$ cat src/rtl/mdrx_pkg.sv
package mdrx_pkg;

  localparam int unsigned CHAR_MIN = 5;
  localparam int unsigned CHAR_MAX = 9;

  typedef enum logic [1:0] {
    FR_IDLE,
    FR_START,
    FR_PAYLOAD,
    FR_STOP
  } fr_state_e;

  // number of data bits for a size code
  function automatic logic [3:0] char_bits(input logic [2:0] code);
    if (code >= 3'd4) return 4'(CHAR_MAX);
    return 4'(code) + 4'(CHAR_MIN);
  endfunction

  // bits between start and stop: data bits plus a separate type bit when short
  function automatic logic [3:0] payload_bits(input logic [3:0] nbits);
    if (nbits < 4'(CHAR_MAX)) return nbits + 4'd1;
    return nbits;
  endfunction

endpackage

$ cat src/rtl/mdrx_sync.sv
module mdrx_sync #(
  parameter int unsigned STAGES = 2,
  parameter logic        RST_VAL = 1'b1
) (
  input  logic clk,
  input  logic rst_n,
  input  logic d_i,
  output logic q_o
);

  logic [STAGES-1:0] pipe_q;
  logic [STAGES-1:0] pipe_d;

  generate
    if (STAGES == 1) begin : g_one
      always_comb pipe_d = d_i;
    end else begin : g_many
      always_comb pipe_d = {pipe_q[STAGES-2:0], d_i};
    end
  endgenerate

  always_ff @(posedge clk or negedge rst_n) begin
    if (!rst_n) pipe_q <= {STAGES{RST_VAL}};
    else        pipe_q <= pipe_d;
  end

  assign q_o = pipe_q[STAGES-1];

endmodule

$ cat src/rtl/mdrx_sampler.sv
module mdrx_sampler #(
  parameter int unsigned OVS = 16
) (
  input  logic clk,
  input  logic rst_n,
  input  logic tick_i,
  input  logic rx_i,
  input  logic active_i,
  output logic bit_stb_o,
  output logic bit_o
);

  localparam int unsigned CW  = $clog2(OVS);
  localparam int unsigned MID = OVS / 2;
  localparam logic [CW-1:0] V_LO  = CW'(MID - 1);
  localparam logic [CW-1:0] V_MID = CW'(MID);
  localparam logic [CW-1:0] V_HI  = CW'(MID + 1);
  localparam logic [CW-1:0] V_TOP = CW'(OVS - 1);
  localparam logic [CW-1:0] V_ONE = CW'(1);

  logic [CW-1:0] cnt_q, cnt_d;
  logic [1:0]    ones_q, ones_d;
  logic          cnt_en;

  // sample index 0 is the tick that saw the start edge, so a fresh bit starts at 1
  always_comb begin
    cnt_d  = cnt_q;
    ones_d = ones_q;
    if (!active_i) begin
      cnt_d  = V_ONE;
      ones_d = 2'd0;
    end else begin
      cnt_d = (cnt_q == V_TOP) ? '0 : cnt_q + V_ONE;
      if (cnt_q == V_LO)       ones_d = {1'b0, rx_i};
      else if (cnt_q == V_MID) ones_d = ones_q + {1'b0, rx_i};
    end
  end

  assign cnt_en = tick_i | ~active_i;

  always_ff @(posedge clk or negedge rst_n) begin
    if (!rst_n) begin
      cnt_q  <= V_ONE;
      ones_q <= 2'd0;
    end else if (cnt_en) begin
      cnt_q  <= cnt_d;
      ones_q <= ones_d;
    end
  end

  assign bit_stb_o = active_i & tick_i & (cnt_q == V_HI);
  assign bit_o     = (ones_q + {1'b0, rx_i}) >= 2'd2;

endmodule

$ cat src/rtl/mdrx_framer.sv
module mdrx_framer
  import mdrx_pkg::*;
(
  input  logic                clk,
  input  logic                rst_n,
  input  logic                tick_i,
  input  logic                rx_i,
  input  logic [2:0]          size_i,
  input  logic                bit_stb_i,
  input  logic                bit_i,
  output logic                active_o,
  output logic                done_o,
  output logic [CHAR_MAX-1:0] data_o,
  output logic                type_o,
  output logic                ferr_o
);

  fr_state_e           st_q, st_d;
  logic [3:0]          nb_q, nb_d;
  logic [3:0]          len_q, len_d;
  logic [3:0]          idx_q, idx_d;
  logic [CHAR_MAX-1:0] sh_q, sh_d;
  logic                done_d;
  logic [CHAR_MAX-1:0] data_d;
  logic                type_d, ferr_d;
  logic [CHAR_MAX-1:0] keep;

  always_comb begin
    for (int i = 0; i < int'(CHAR_MAX); i++) keep[i] = (4'(i) < nb_q);
  end

  always_comb begin
    st_d   = st_q;
    nb_d   = nb_q;
    len_d  = len_q;
    idx_d  = idx_q;
    sh_d   = sh_q;
    done_d = 1'b0;
    data_d = data_o;
    type_d = type_o;
    ferr_d = ferr_o;
    unique case (st_q)
      FR_IDLE: begin
        if (tick_i && !rx_i) begin
          st_d  = FR_START;
          nb_d  = char_bits(size_i);
          len_d = payload_bits(char_bits(size_i));
          idx_d = 4'd0;
          sh_d  = '0;
        end
      end
      FR_START: begin
        if (bit_stb_i) st_d = bit_i ? FR_IDLE : FR_PAYLOAD;
      end
      FR_PAYLOAD: begin
        if (bit_stb_i) begin
          sh_d[idx_q] = bit_i;
          idx_d       = idx_q + 4'd1;
          if (idx_q == len_q - 4'd1) st_d = FR_STOP;
        end
      end
      FR_STOP: begin
        if (bit_stb_i) begin
          done_d = 1'b1;
          data_d = sh_q & keep;
          type_d = sh_q[len_q - 4'd1];
          ferr_d = ~bit_i;
          st_d   = FR_IDLE;
        end
      end
      default: st_d = FR_IDLE;
    endcase
  end

  always_ff @(posedge clk or negedge rst_n) begin
    if (!rst_n) begin
      st_q   <= FR_IDLE;
      nb_q   <= 4'(CHAR_MAX);
      len_q  <= 4'(CHAR_MAX);
      idx_q  <= 4'd0;
      sh_q   <= '0;
      done_o <= 1'b0;
      data_o <= '0;
      type_o <= 1'b0;
      ferr_o <= 1'b0;
    end else begin
      st_q   <= st_d;
      nb_q   <= nb_d;
      len_q  <= len_d;
      idx_q  <= idx_d;
      sh_q   <= sh_d;
      done_o <= done_d;
      data_o <= data_d;
      type_o <= type_d;
      ferr_o <= ferr_d;
    end
  end

  assign active_o = (st_q != FR_IDLE);

endmodule

$ cat src/rtl/mdrx_deliver.sv
module mdrx_deliver
  import mdrx_pkg::*;
#(
  parameter int unsigned AW = 8
) (
  input  logic                clk,
  input  logic                rst_n,
  input  logic                frm_done_i,
  input  logic [CHAR_MAX-1:0] frm_data_i,
  input  logic                frm_type_i,
  input  logic                frm_ferr_i,
  input  logic                ack_i,
  input  logic                filt_wr_i,
  input  logic                filt_val_i,
  input  logic                cmp_en_i,
  input  logic [AW-1:0]       own_addr_i,
  output logic                deliver_o,
  output logic [CHAR_MAX-1:0] data_o,
  output logic                addr_o,
  output logic                valid_o,
  output logic                ferr_o,
  output logic                ovr_o,
  output logic                filt_mode_o
);

  logic mode_d, valid_d, match;

  assign deliver_o = frm_done_i & (~filt_mode_o | frm_type_i);
  assign match     = (frm_data_i[AW-1:0] == own_addr_i);

  always_comb begin
    mode_d = filt_mode_o;
    if (filt_wr_i)                                  mode_d = filt_val_i;
    else if (frm_done_i && frm_type_i && cmp_en_i)  mode_d = ~match;
  end

  always_comb begin
    valid_d = valid_o;
    if (deliver_o)  valid_d = 1'b1;
    else if (ack_i) valid_d = 1'b0;
  end

  always_ff @(posedge clk or negedge rst_n) begin
    if (!rst_n) begin
      filt_mode_o <= 1'b0;
      valid_o     <= 1'b0;
    end else begin
      filt_mode_o <= mode_d;
      valid_o     <= valid_d;
    end
  end

  // character and its flags load only when a frame is handed over
  always_ff @(posedge clk or negedge rst_n) begin
    if (!rst_n) begin
      data_o <= '0;
      addr_o <= 1'b0;
      ferr_o <= 1'b0;
      ovr_o  <= 1'b0;
    end else if (deliver_o) begin
      data_o <= frm_data_i;
      addr_o <= frm_type_i;
      ferr_o <= frm_ferr_i;
      ovr_o  <= valid_o & ~ack_i;
    end
  end

endmodule

$ cat src/rtl/mdrop_uart_rx.sv
module mdrop_uart_rx
  import mdrx_pkg::*;
#(
  parameter int unsigned OVS         = 16,
  parameter int unsigned SYNC_STAGES = 2,
  parameter int unsigned ADDR_W      = 8
) (
  input  logic                clk,
  input  logic                rst_n,
  input  logic                rx_i,
  input  logic                tick_i,
  input  logic [2:0]          size_i,
  input  logic                filt_wr_i,
  input  logic                filt_val_i,
  input  logic                cmp_en_i,
  input  logic [ADDR_W-1:0]   own_addr_i,
  input  logic                ack_i,
  output logic [CHAR_MAX-1:0] data_o,
  output logic                addr_o,
  output logic                valid_o,
  output logic                ferr_o,
  output logic                ovr_o,
  output logic                filt_mode_o
);

  logic                rst_sn;
  logic                rx_s;
  logic                active;
  logic                bit_stb, bit_val;
  logic                frm_done, frm_type, frm_ferr;
  logic [CHAR_MAX-1:0] frm_data;
  logic                deliver;

  // reset asserts at once and releases on a clock edge
  mdrx_sync #(.STAGES(2), .RST_VAL(1'b0)) u_rst_sync (
    .clk(clk), .rst_n(rst_n), .d_i(1'b1), .q_o(rst_sn)
  );

  mdrx_sync #(.STAGES(SYNC_STAGES), .RST_VAL(1'b1)) u_rx_sync (
    .clk(clk), .rst_n(rst_sn), .d_i(rx_i), .q_o(rx_s)
  );

  mdrx_sampler #(.OVS(OVS)) u_sampler (
    .clk(clk), .rst_n(rst_sn), .tick_i(tick_i), .rx_i(rx_s),
    .active_i(active), .bit_stb_o(bit_stb), .bit_o(bit_val)
  );

  mdrx_framer u_framer (
    .clk(clk), .rst_n(rst_sn), .tick_i(tick_i), .rx_i(rx_s), .size_i(size_i),
    .bit_stb_i(bit_stb), .bit_i(bit_val), .active_o(active),
    .done_o(frm_done), .data_o(frm_data), .type_o(frm_type), .ferr_o(frm_ferr)
  );

  mdrx_deliver #(.AW(ADDR_W)) u_deliver (
    .clk(clk), .rst_n(rst_sn),
    .frm_done_i(frm_done), .frm_data_i(frm_data), .frm_type_i(frm_type),
    .frm_ferr_i(frm_ferr), .ack_i(ack_i), .filt_wr_i(filt_wr_i),
    .filt_val_i(filt_val_i), .cmp_en_i(cmp_en_i), .own_addr_i(own_addr_i),
    .deliver_o(deliver), .data_o(data_o), .addr_o(addr_o), .valid_o(valid_o),
    .ferr_o(ferr_o), .ovr_o(ovr_o), .filt_mode_o(filt_mode_o)
  );

endmodule

$ cat config.mk
export PLATFORM = sky130hd
export DESIGN_NAME = mdrop_uart_rx
export DESIGN_NICKNAME = d
export VERILOG_FILES = /design/src/rtl/mdrx_pkg.sv /design/src/rtl/mdrx_sync.sv /design/src/rtl/mdrx_sampler.sv /design/src/rtl/mdrx_framer.sv /design/src/rtl/mdrx_deliver.sv /design/src/rtl/mdrop_uart_rx.sv
export SDC_FILE = /design/constraint.sdc
export NUM_CORES = 1
export LEC_CHECK = 0
export BUFFER_PORTS_ARGS = -buffer_cell sky130_fd_sc_hd__clkbuf_2
export CORE_MARGIN = 2
export CORE_UTILIZATION = 48
export DETAILED_ROUTE_END_ITERATION = 7
export GPL_TIMING_DRIVEN = 0
export PLACE_DENSITY = 0.68
export SLEW_MARGIN = 30
export SYNTH_ARGS = -nofsm -noshare
export SYNTH_HDL_FRONTEND = slang
export SYNTH_SLANG_ARGS = --single-unit
$ cat constraint.sdc
create_clock -name clk -period 2.2 [get_ports clk]
set_input_delay 0.33 -clock clk [delete_from_list [all_inputs] [get_ports clk]]
set_output_delay 0.33 -clock clk [all_outputs]
set_load 0.005 [all_outputs]
# Word-level counts from Yosys, hierarchy flattened
# Cells that the tools add are included.
# word_totals
reg_bits	59
output_inout_bits	14
# classes
n_addsub	6
order_cmp	15
n_eq_ne	15
n_mux	41
bitwise_logic	12
reduce_logical	15
# ops
operator	count
two-way mux 4 bit	10
two-way mux 2 bit	9
two-way mux 9 bit	2
one-hot mux 9 bit (2 select lines)	1
less-than comparator 3 x 4 -> 1 bit (first input constant)	4
two-way mux 1 bit	14
adder 4 x 1 -> 4 bit (second input constant)	3
equality test 4 bit (second input constant)	3
less-than comparator 4 x 5 -> 1 bit (second input constant)	2
bitwise AND 9 bit	1
bitwise mux 9 bit	1
equality test 8 bit	1
less-than comparator 1 x 4 -> 1 bit (first input constant)	2
less-than comparator 2 x 4 -> 1 bit (first input constant)	2
one-hot mux 2 bit (4 select lines)	1
one-hot mux 4 bit (2 select lines)	1
nonzero test 2 bit	4
!= test 2 bit (second input constant)	3
AND reduction 2 bit	3
inverter 1 bit	5
AND reduction 5 bit	1
adder 3 x 3 -> 4 bit (second input constant)	1
bitwise AND 1 bit	4
binary-select mux 1 bit (select 4 bit)	1
other kinds (19)	25

# Depth between registers and ports, before layout
# Gate-level depths: netlist of run 1.
# depth
ltp_word	12
mapped_depth	7
mapped_depth_nobuf	7

# Hierarchy
# From an unflattened synthesis of run 1, not the netlist that was laid out.
# unflattened
cells_unflattened	303
area_unflattened_um2	3161.8
# modules_own_cells
mod	n_inst	cells_per_inst	area_per_inst_um2	seq_area_each_um2
mdrx_framer	1	204	1939.4	880.8
mdrx_deliver	1	50	666.9	350.3
mdrx_sampler	1	44	449.2	151.4
mdrx_sync (u_rx_sync)	1	2	52.6	52.6
mdrx_sync (u_rst_sync)	1	2	50.0	50.0
mdrop_uart_rx	1	1	3.8	0.0

# Worst setup path after synthesis of run 1
# OpenSTA, ideal clock, no wires.
# synth_timing
path_type	reg2reg
start	register u_framer.len_q[0]
end	register u_framer.type_o
setup_time_ps	121
arrival_ps	1588
required_time_ps	2079
setup_slack_ps	491
path_stages_with_launch	6
n_path_buf	1
synth_period_minus_slack_ps	1709
cell_sequence	dfstp_2 -> buf_2 -> mux4_2 -> nor2_1 -> and4b_1 -> o22a_1
# synth_via
elab_chain_len	3
# synth_lines
element	line	rtl
start, declared	mdrx_framer.sv:20	logic [3:0] len_q, len_d;
start signal, assigned	mdrx_framer.sv:79	len_q <= 4'(CHAR_MAX);
start signal, assigned	mdrx_framer.sv:89	len_q <= len_d;
subtractor 4 x 1 -> 4 bit	mdrx_framer.sv:66	type_d = sh_q[len_q - 4'd1];
binary-select mux 1 bit (select 4 bit)	mdrx_framer.sv:66	
two-way mux 1 bit (implied by the code)	mdrx_framer.sv:66	
end signal, assigned	mdrx_framer.sv:94	type_o <= type_d;
end, declared	mdrx_framer.sv:14	output logic type_o,
# Every way passes these cells. The select of a mux whose other input is x is not followed.
# A chain may end at the register's enable or synchronous reset.

# Worst setup path after layout of run 1
# layout_timing
start	register u_sampler.cnt_q[0]
end	register u_framer.type_o
# layout_via
elab_chain_len	3
# layout_lines
element	line	rtl
start, declared	mdrx_sampler.sv:21	logic [CW-1:0] cnt_q, cnt_d;
start signal, assigned	mdrx_sampler.sv:46	cnt_q <= cnt_d;
equality test 4 bit	mdrx_sampler.sv:51	assign bit_stb_o = active_i & tick_i & (cnt_q == V_HI);
bitwise AND 1 bit	mdrx_sampler.sv:51	
AND reduction 2 bit (no line)	-	
# Every way passes these cells.

==> results of run 1 <==
==> worst reg2reg max path, delay by kind of cell, from the launching register on <==
family	cells	cell delay (ns)
fa+ha+maj	1	0.18
compound gates	2	0.30
flops	1	0.56
simple gates	2	0.53
buf+inv	1	0.24
==> where the power goes <==
part	total [mW]	internal, mW	switching (mW)
Sequential	1.40	1.26	0.138
Clock	1.17	0.751	0.416
Combinational	0.911	0.382	0.528
==> sequential cells by signal, indices dropped and copies added (netlist names), 3 cells and up, named ones only <==
name / count
u_framer.len_q: 3
u_deliver.data_o: 9
u_framer.idx_q: 4
u_framer.nb_q: 4
u_framer.data_o: 9
u_framer.sh_q: 9
u_sampler.cnt_q: 4
==> how the worst max path moves through the flow <==
stage                     cells past startpoint                    endpoint
after floorplan                               0  asynchronous set/reset pin
after global placement                        0           u_framer.idx_q[1]
after detailed placement                      6             u_framer.type_o
after CTS                                     6             u_framer.type_o
after global routing                          6             u_framer.type_o
final                                         6             u_framer.type_o
==> cell type report <==
class | instances | area [µm²]
fillers | 503 | 2470
flip-flops and latches | 58 | 1460
multi-input cells | 193 | 1330
repair buffers | 33 | 185
clock buffers | 11 | 131
clock inverters | 5 | 103
well taps | 75 | 93.8
plain buffers | 12 | 66.3
inverters | 13 | 48.8
==> Yosys cell counts, drive strengths merged, types with 2 or more instances <==
cell type	instances	area, µm²
nand3	18	90.1
o21ai	21	116
nand2	37	139
nand4	4	25.0
nand4b	2	17.5
nor3	4	20.0
a21o	2	15.0
o311ai	2	17.5
o21a	2	15.0
a21oi	5	25.0
a31oi	3	18.8
nand3b	4	30.0
mux2	10	113
inv	13	48.8
a21boi	2	15.0
and4b	2	20.0
clkbuf	5	18.8
xnor2	13	114
ha	12	150
nand2b	3	18.8
a22o	3	26.3
mux2i	12	120
buf	7	47.5
dfstp	7	184
nor2	12	45.0
o31ai	3	22.5
dfrtp	51	1280
xor2	5	43.8
==> stage by stage <==
step | area [µm²] | TNS, ns
after CTS | 3420 | 0
after global placement | 3150 | -6.73
after floorplan | 2900 | 0
after detailed placement | 3170 | 0
final | 3420 | 0
after global routing | 3420 | 0
==> logic make-up (layout without fill, tap and decap cells) <==
kind of cell / after synthesis / after routing / synth area share [%]
compound gates: 49 / 49 / 11.0
buf+inv: 25 / 74 / 3.97
mux: 23 / 23 / 8.80
flops: 58 / 58 / 50.3
fa+ha+maj: 12 / 12 / 5.18
other cells: 1 / 1 / 0.129
simple gates: 90 / 90 / 15.1
xor+xnor: 18 / 18 / 5.44
==> metal layers <==
layer | routed length, µm | track usage [%] | up-vias | part of all wire, %
met1 | 2590 | 22.0 | 986 | 47
met5 | 0 | 0 | - | 0
li1 | - | - | 1060 | -
met2 | 2580 | 29.5 | 49 | 47
met4 | 95 | 8.83 | 0 | 1.7
met3 | 216 | 4.84 | 9 | 3.9
==> results.txt, run 1 <==
- Number of buffers created by CTS: 9
- Reg2Reg Depth: 6
- Before antenna repair, the detailed router went through 4 iterations.
- Element type at the critical path end: flip-flop
- Among all stages on the critical path, the largest delay is contributed by sky130_fd_sc_hd__dfstp_2.
- Crit path max-delay family: flip-flops
* Hold_ws: approximately 0.073 ns
- Leak Pwr: 1.64 nW
- Number of gates given a new drive strength after cts: 0
* CP Data Required Time: between 2 and 2.5 ns
- CTS tree: built
* Final hold violations: 0
- STA puts the critical path data arrival time at 2.15 ns.
- The first routing iteration left 78 violations.
- Hold Path End: u_rx_sync.pipe_q[0]
* CP startpoint: u_sampler.cnt_q[0]
- The die covers between 6000 and 7000 µm².
- R2r endpoint: u_framer.type_o
* Antenna violations before repair: 0
* GRT Overall Usage: a little under a fifth
- ANT cells: 0
- Fin cells: 400
* Final Total Pwr: about 3.5 mW
- The net count of the finished layout is roughly 350.
- Post-synthesis instance area: 2900 µm²
- DRC violation count after routing: 0
* Remaining antenna violation count: 0
- The tree is rooted in a sky130_fd_sc_hd__clkbuf_8.
- Worst Path Max Fanout: 9
- At the placement stage, the worst setup path has a slack of roughly 0.3 ns.
* Die Height: ~82 µm
* Kind of start point of the critical path: flip-flop
- At the pin with the least slew margin, the transition time is about 0.64 ns.
- 33 I/O pins were placed.
* Most used cells in the layout excluding fill and tap cells: sky130_fd_sc_hd__dfrtp_1 (50), sky130_fd_sc_hd__nand2_1 (37), sky130_fd_sc_hd__clkbuf_2 (31)
- The first global-routing pass estimated 8.96 mm of wire.
- Across all setup checks in the final design, the least slack found is 0.283 ns.
- Entering global routing, the biggest net connects 35 pins.
* Setup slack of the worst register-to-register path: around 0.28 ns
- Overflow left after global routing: 0
- Critical path class: reg2reg
- Number of H-tree levels: 3
* Quantity of hold-fixing buffers added after cts: 1
* RSZ-0062 raised after global routing: no
- Distinct cell type count of the synthesized netlist: 42
- For this configuration, the core starts out at a cell density of approximately half.
* Async set-or-reset flop fraction in the synthesized netlist: 100%
- Using the TritonRoute via totals, the vias-per-cell ratio works out to 5.26.
* Maximum vdd drop: 0.538 mV
- Post-layout utilization of the core: roughly 58%
- The longest clock path from root to sink contains 2 buffers.
- Layout overhead on the synthesized area: 17.8%
- The detailed router placed around 2100 vias in this run.
- The tightest min-delay check is of the in2reg type.
- Dividing the final minimum period by the clock period gives 87.1%.
- CP Cell Sequence: ha_1 > and4b_1 > nand3_1 > inv_1 > o21ai_0 > o22a_1
* Max incr delay on CP: between 0.5 and 0.6 ns
* Share of post-route cells with drive strength above 1: approximately 22%
* Detailed Route WL: 5.49 mm
* Max transition margin: 56.9%
- Port-buffer cells: 31
* Overall die width: between 80 and 90 µm
- Setup-violating endpoint count in the final report: 0
- Instance count of the mapped netlist: between 200 and 300
- For this run, the leading register cell type out of synthesis is sky130_fd_sc_hd__dfrtp_1.
- The via count of the first global-routing pass is about 2000.
- Most common library cell in the layout ignoring fill and taps: sky130_fd_sc_hd__dfrtp_1
- Total setup buffers inserted after CTS: 0
- For this run, the top clock speed supported by timing is between 500 and 600 MHz.
- Final Max Slew Viols: 0
- Hold Path Origin: rx_i
* DPL Wire Length: between 4 and 5 mm
- For the final database, setup skew stands at roughly 0.0064 ns.
- Clock-pin slew was measured on the worst setup and hold paths at 0.07 ns.
- When the netlist entered floorplanning its net count stood at around 310.
* Clock tree sinks: slightly below 60
* Clock network latency to the later pin of the worst-skew pair: 0.34 ns
* RR Startpoint: u_sampler.cnt_q[0]
- Cell total after placement: 383
- Synthesized flop and latch total: between 50 and 60
- Pwr per Cell Area: 1020 nW/µm²
- After floorplanning, the core was divided into 28 placement rows.
* Final weighted congestion in routability-driven placement: 0.837
- Routed len/inst: between 10 and 15 µm
- Proportion of synthesized chip area in sequential cells: slightly above 50%
- In this run, synthesis inferred 0 flip-flops with an integrated enable.
- During synthesis, Yosys emitted a total of 0 warnings.
- Max-cap violations in this run came to 0.
- Placeable Area: 5890 µm²
- Along the worst hold path, the cell count comes to 1.
* Avg Inst Size Synth: ~11 µm²
* Result of the run: finished, final reports clean
- Together, buffers and inverters on the worst path number 1.
* Shortest clock period the worst path allows after layout: between 1.5 and 2 ns
(Power assumes the default switching activity.)
==> run 2, diff against run 1 <==
- BUFFER_PORTS_ARGS: -buffer_cell sky130_fd_sc_hd__clkbuf_2 -> -buffer_cell sky130_fd_sc_hd__buf_2
==> run 2 against run 1 <==
Against the previous run: non-clock buffer count stayed put; critical path depth stayed put; sequential cell count stayed put; final cell count stayed put; sequential power hardly changed; sequential share of layout area hardly changed; worst setup slack better by 0.020 ns; first-iteration DRC count is 5.1% lower; power is 0.64% lower; die area stayed put; combinational power is 1% lower; critical path type unchanged; critical endpoint unchanged.
==> results.txt, run 2 (same netlist as run 1, synthesis figures left out) <==
- The first global-routing pass estimated between 9 and 10 mm of wire.
- Filler cell count in the final layout: 495
- The die covers 6680 µm².
* GRT Overall Usage: 18.6%
- ANT cells: 0
- CTS Root Cell: sky130_fd_sc_hd__clkbuf_8
- Layout overhead on the synthesized area: 17.9%
- Overall die width: about 82 µm
* Most used cells in the layout excluding fill and tap cells: sky130_fd_sc_hd__dfrtp_1 (50), sky130_fd_sc_hd__nand2_1 (37), sky130_fd_sc_hd__buf_2 (36)
- The die is around 80 µm tall.
- Leaving out filler cells and counting taps, the final layout contains 400.
- Critical path arrival: 2.13 ns
- In this design, the stage delay of the slowest critical-path cell is between 0.5 and 0.6 ns.
- The worst path uses approximately 86% of the clock period.
* Final Max Slew Viols: 0
- The via count of the first global-routing pass came to approximately 2000.
- Remaining antenna violation count: 0
* Share of post-route cells with drive strength above 1: between 20% and 30%
- Once routing completed, OpenROAD measured the worst setup slack at approximately 0.30 ns.
- CP Cell Sequence: ha_1 > and4b_1 > nand3_1 > inv_1 > o21ai_0 > o22a_1
- For this design the ratio of total power to cell area is between 1000 and 1500 nW/µm².
* Cell total after placement: 383
- The initial utilization of the core area, before any placement, comes to 49.3%.
- Derived from the worst setup path, the maximum achievable clock frequency is ~530 MHz.
* Worst Path Max Fanout: 9
* Number of detailed-route iterations in the first pass: 7
- Maximum vdd drop: between 0.6 and 0.7 mV
- The clock arrives with roughly 0.007 ns of skew.
* Num ports: 33
- Routed len/inst: around 14 µm
* Crit path max-delay family: flip-flops
* Final weighted congestion in routability-driven placement: between 0.8 and 0.9
- Leak Pwr: 1.65 nW
- Across the run, the number of max-cap violations was 0.
* Largest net degree at the start of global routing: 34
* Critical path class: reg2reg
* Result of the run: finished, final reports clean
- Final #Nets: 351
- Shortest clock period the worst path allows after layout: ~1.9 ns
* DRC violation count after routing: 0
- Number of H-tree levels: 3
- Global routing finished with a remaining overflow of 0.
- Setup-violating endpoint count in the final report: 0
- Detailed Route WL: 5.55 mm
* Clock network latency to the later pin of the worst-skew pair: about 0.34 ns
- Setup repair after global routing left no endpoint under its margin.
- Leaving out fill and tap cells, the most frequent cell in the layout is sky130_fd_sc_hd__dfrtp_1.
* Leading registers by flop count: u_deliver.data_o (9), u_framer.data_o (9), u_framer.sh_q (9)
* Max transition margin: between 60 and 70%
- Via count of the routed design: around 2100
- In the routed layout, each cell is associated on average with a via count of ~5.3.
- The number of hold violations in the final report came to 0.
- During placement, the flow inserted port buffers numbering 31.
* Element type at the critical path end: flip-flop
- Antenna violations before repair: 0
- In this run, post-CTS repair resized a total of 0 instances.
* Path type of the worst min-delay path: in2reg
* Maximum count of clock buffers along a single path: 2
- Buffers inserted during clock tree synthesis total 9.
- After clock tree synthesis, the clock-pin slew on the worst setup and hold paths is roughly 0.07 ns.
- The floorplan has 28 rows.
* CTS tree: built
* Clock tree sinks: between 50 and 60
* DPL Wire Length: around 4.1 mm
- CP max stage cell: sky130_fd_sc_hd__dfstp_2
* CP Data Required Time: approximately 2.4 ns
- First-iteration detailed-routing DRC count: 74
- Together, buffers and inverters on the worst path number 1.
- Measured slew at the worst slew-check pin: about 0.58 ns
- Placeable Area: 5890 µm²
* DP Worst Slack: approximately 0.28 ns
* Kind of start point of the critical path: flip-flop
[run 2: changes by cell type in the layout (fill, tap and decap cells not counted), sizes merged]
cell / before / now
clkbuf: 47 / 17
bufinv: 3 / 2
buf: 8 / 39
[run 2: layer usage]
metal | track usage, % | vias to the layer above | share of wire, %
li1 | - | 1048 | -
met1 | 22.7 | 1019 | 46
met2 | 31.0 | 49 | 48
met3 | 5.49 | 7 | 4.5
met4 | 7.00 | 0 | 1.4
met5 | 0 | - | 0
[run 2: metrics by stage]
stage / utilization (%) / TNS [ns] / area [µm²] / total power, mW / hold slack [ns]
after floorplan: - / 0 / 2900 / 2.07 / 0.0344
after global placement: 53.5 / -6.93 / 3150 / 2.27 / 0.117
after detailed placement: 53.9 / 0 / 3170 / 2.32 / 0.118
after CTS: 58.1 / 0 / 3420 / 3.48 / 0.0781
after global routing: 58.1 / 0 / 3420 / 3.68 / 0.0696
final: 58.1 / 0 / 3420 / 3.45 / 0.0827
[run 2: layout make-up]
type	instances	area (µm²)	share of cell area [%]
repair buffers	33	185	5.41
clock buffers	12	165	4.83
plain buffers	12	66.3	1.94
clock inverters	4	72.6	2.12
flip-flops and latches	58	1460	42.8
multi-input cells	193	1330	38.7
inverters	13	48.8	1.43
well taps	75	93.8	2.74
[run 2: final timing paths]
path | from | to | slack (ns) | cells after the start
setup reg to reg | u_sampler.cnt_q[0] | u_framer.type_o | 0.30 | 6
max in group asynchronous | u_rst_sync.pipe_q[1] | u_rx_sync.pipe_q[0] | 1.43 | 1
min in group asynchronous | u_rst_sync.pipe_q[1] | u_deliver.ovr_o | 0.23 | 0
hold reg to reg | u_rst_sync.pipe_q[1] | u_deliver.ovr_o | 0.23 | 0
hold / removal | rx_i | u_rx_sync.pipe_q[0] | 0.08 | 1
setup / recovery | u_sampler.cnt_q[0] | u_framer.type_o | 0.30 | 6
[run 2: report_power, final]
part	switching [mW]	total, mW	internal (mW)
Combinational	0.518	0.898	0.380
Sequential	0.135	1.39	1.26
Clock	0.432	1.16	0.728
Total	1.09	3.45	2.37
[run 2: timing repair]
action                    4_1_cts  5_1_grt
buffers inserted                0        0
hold endpoints to repair        2        0
hold buffers                    1        0
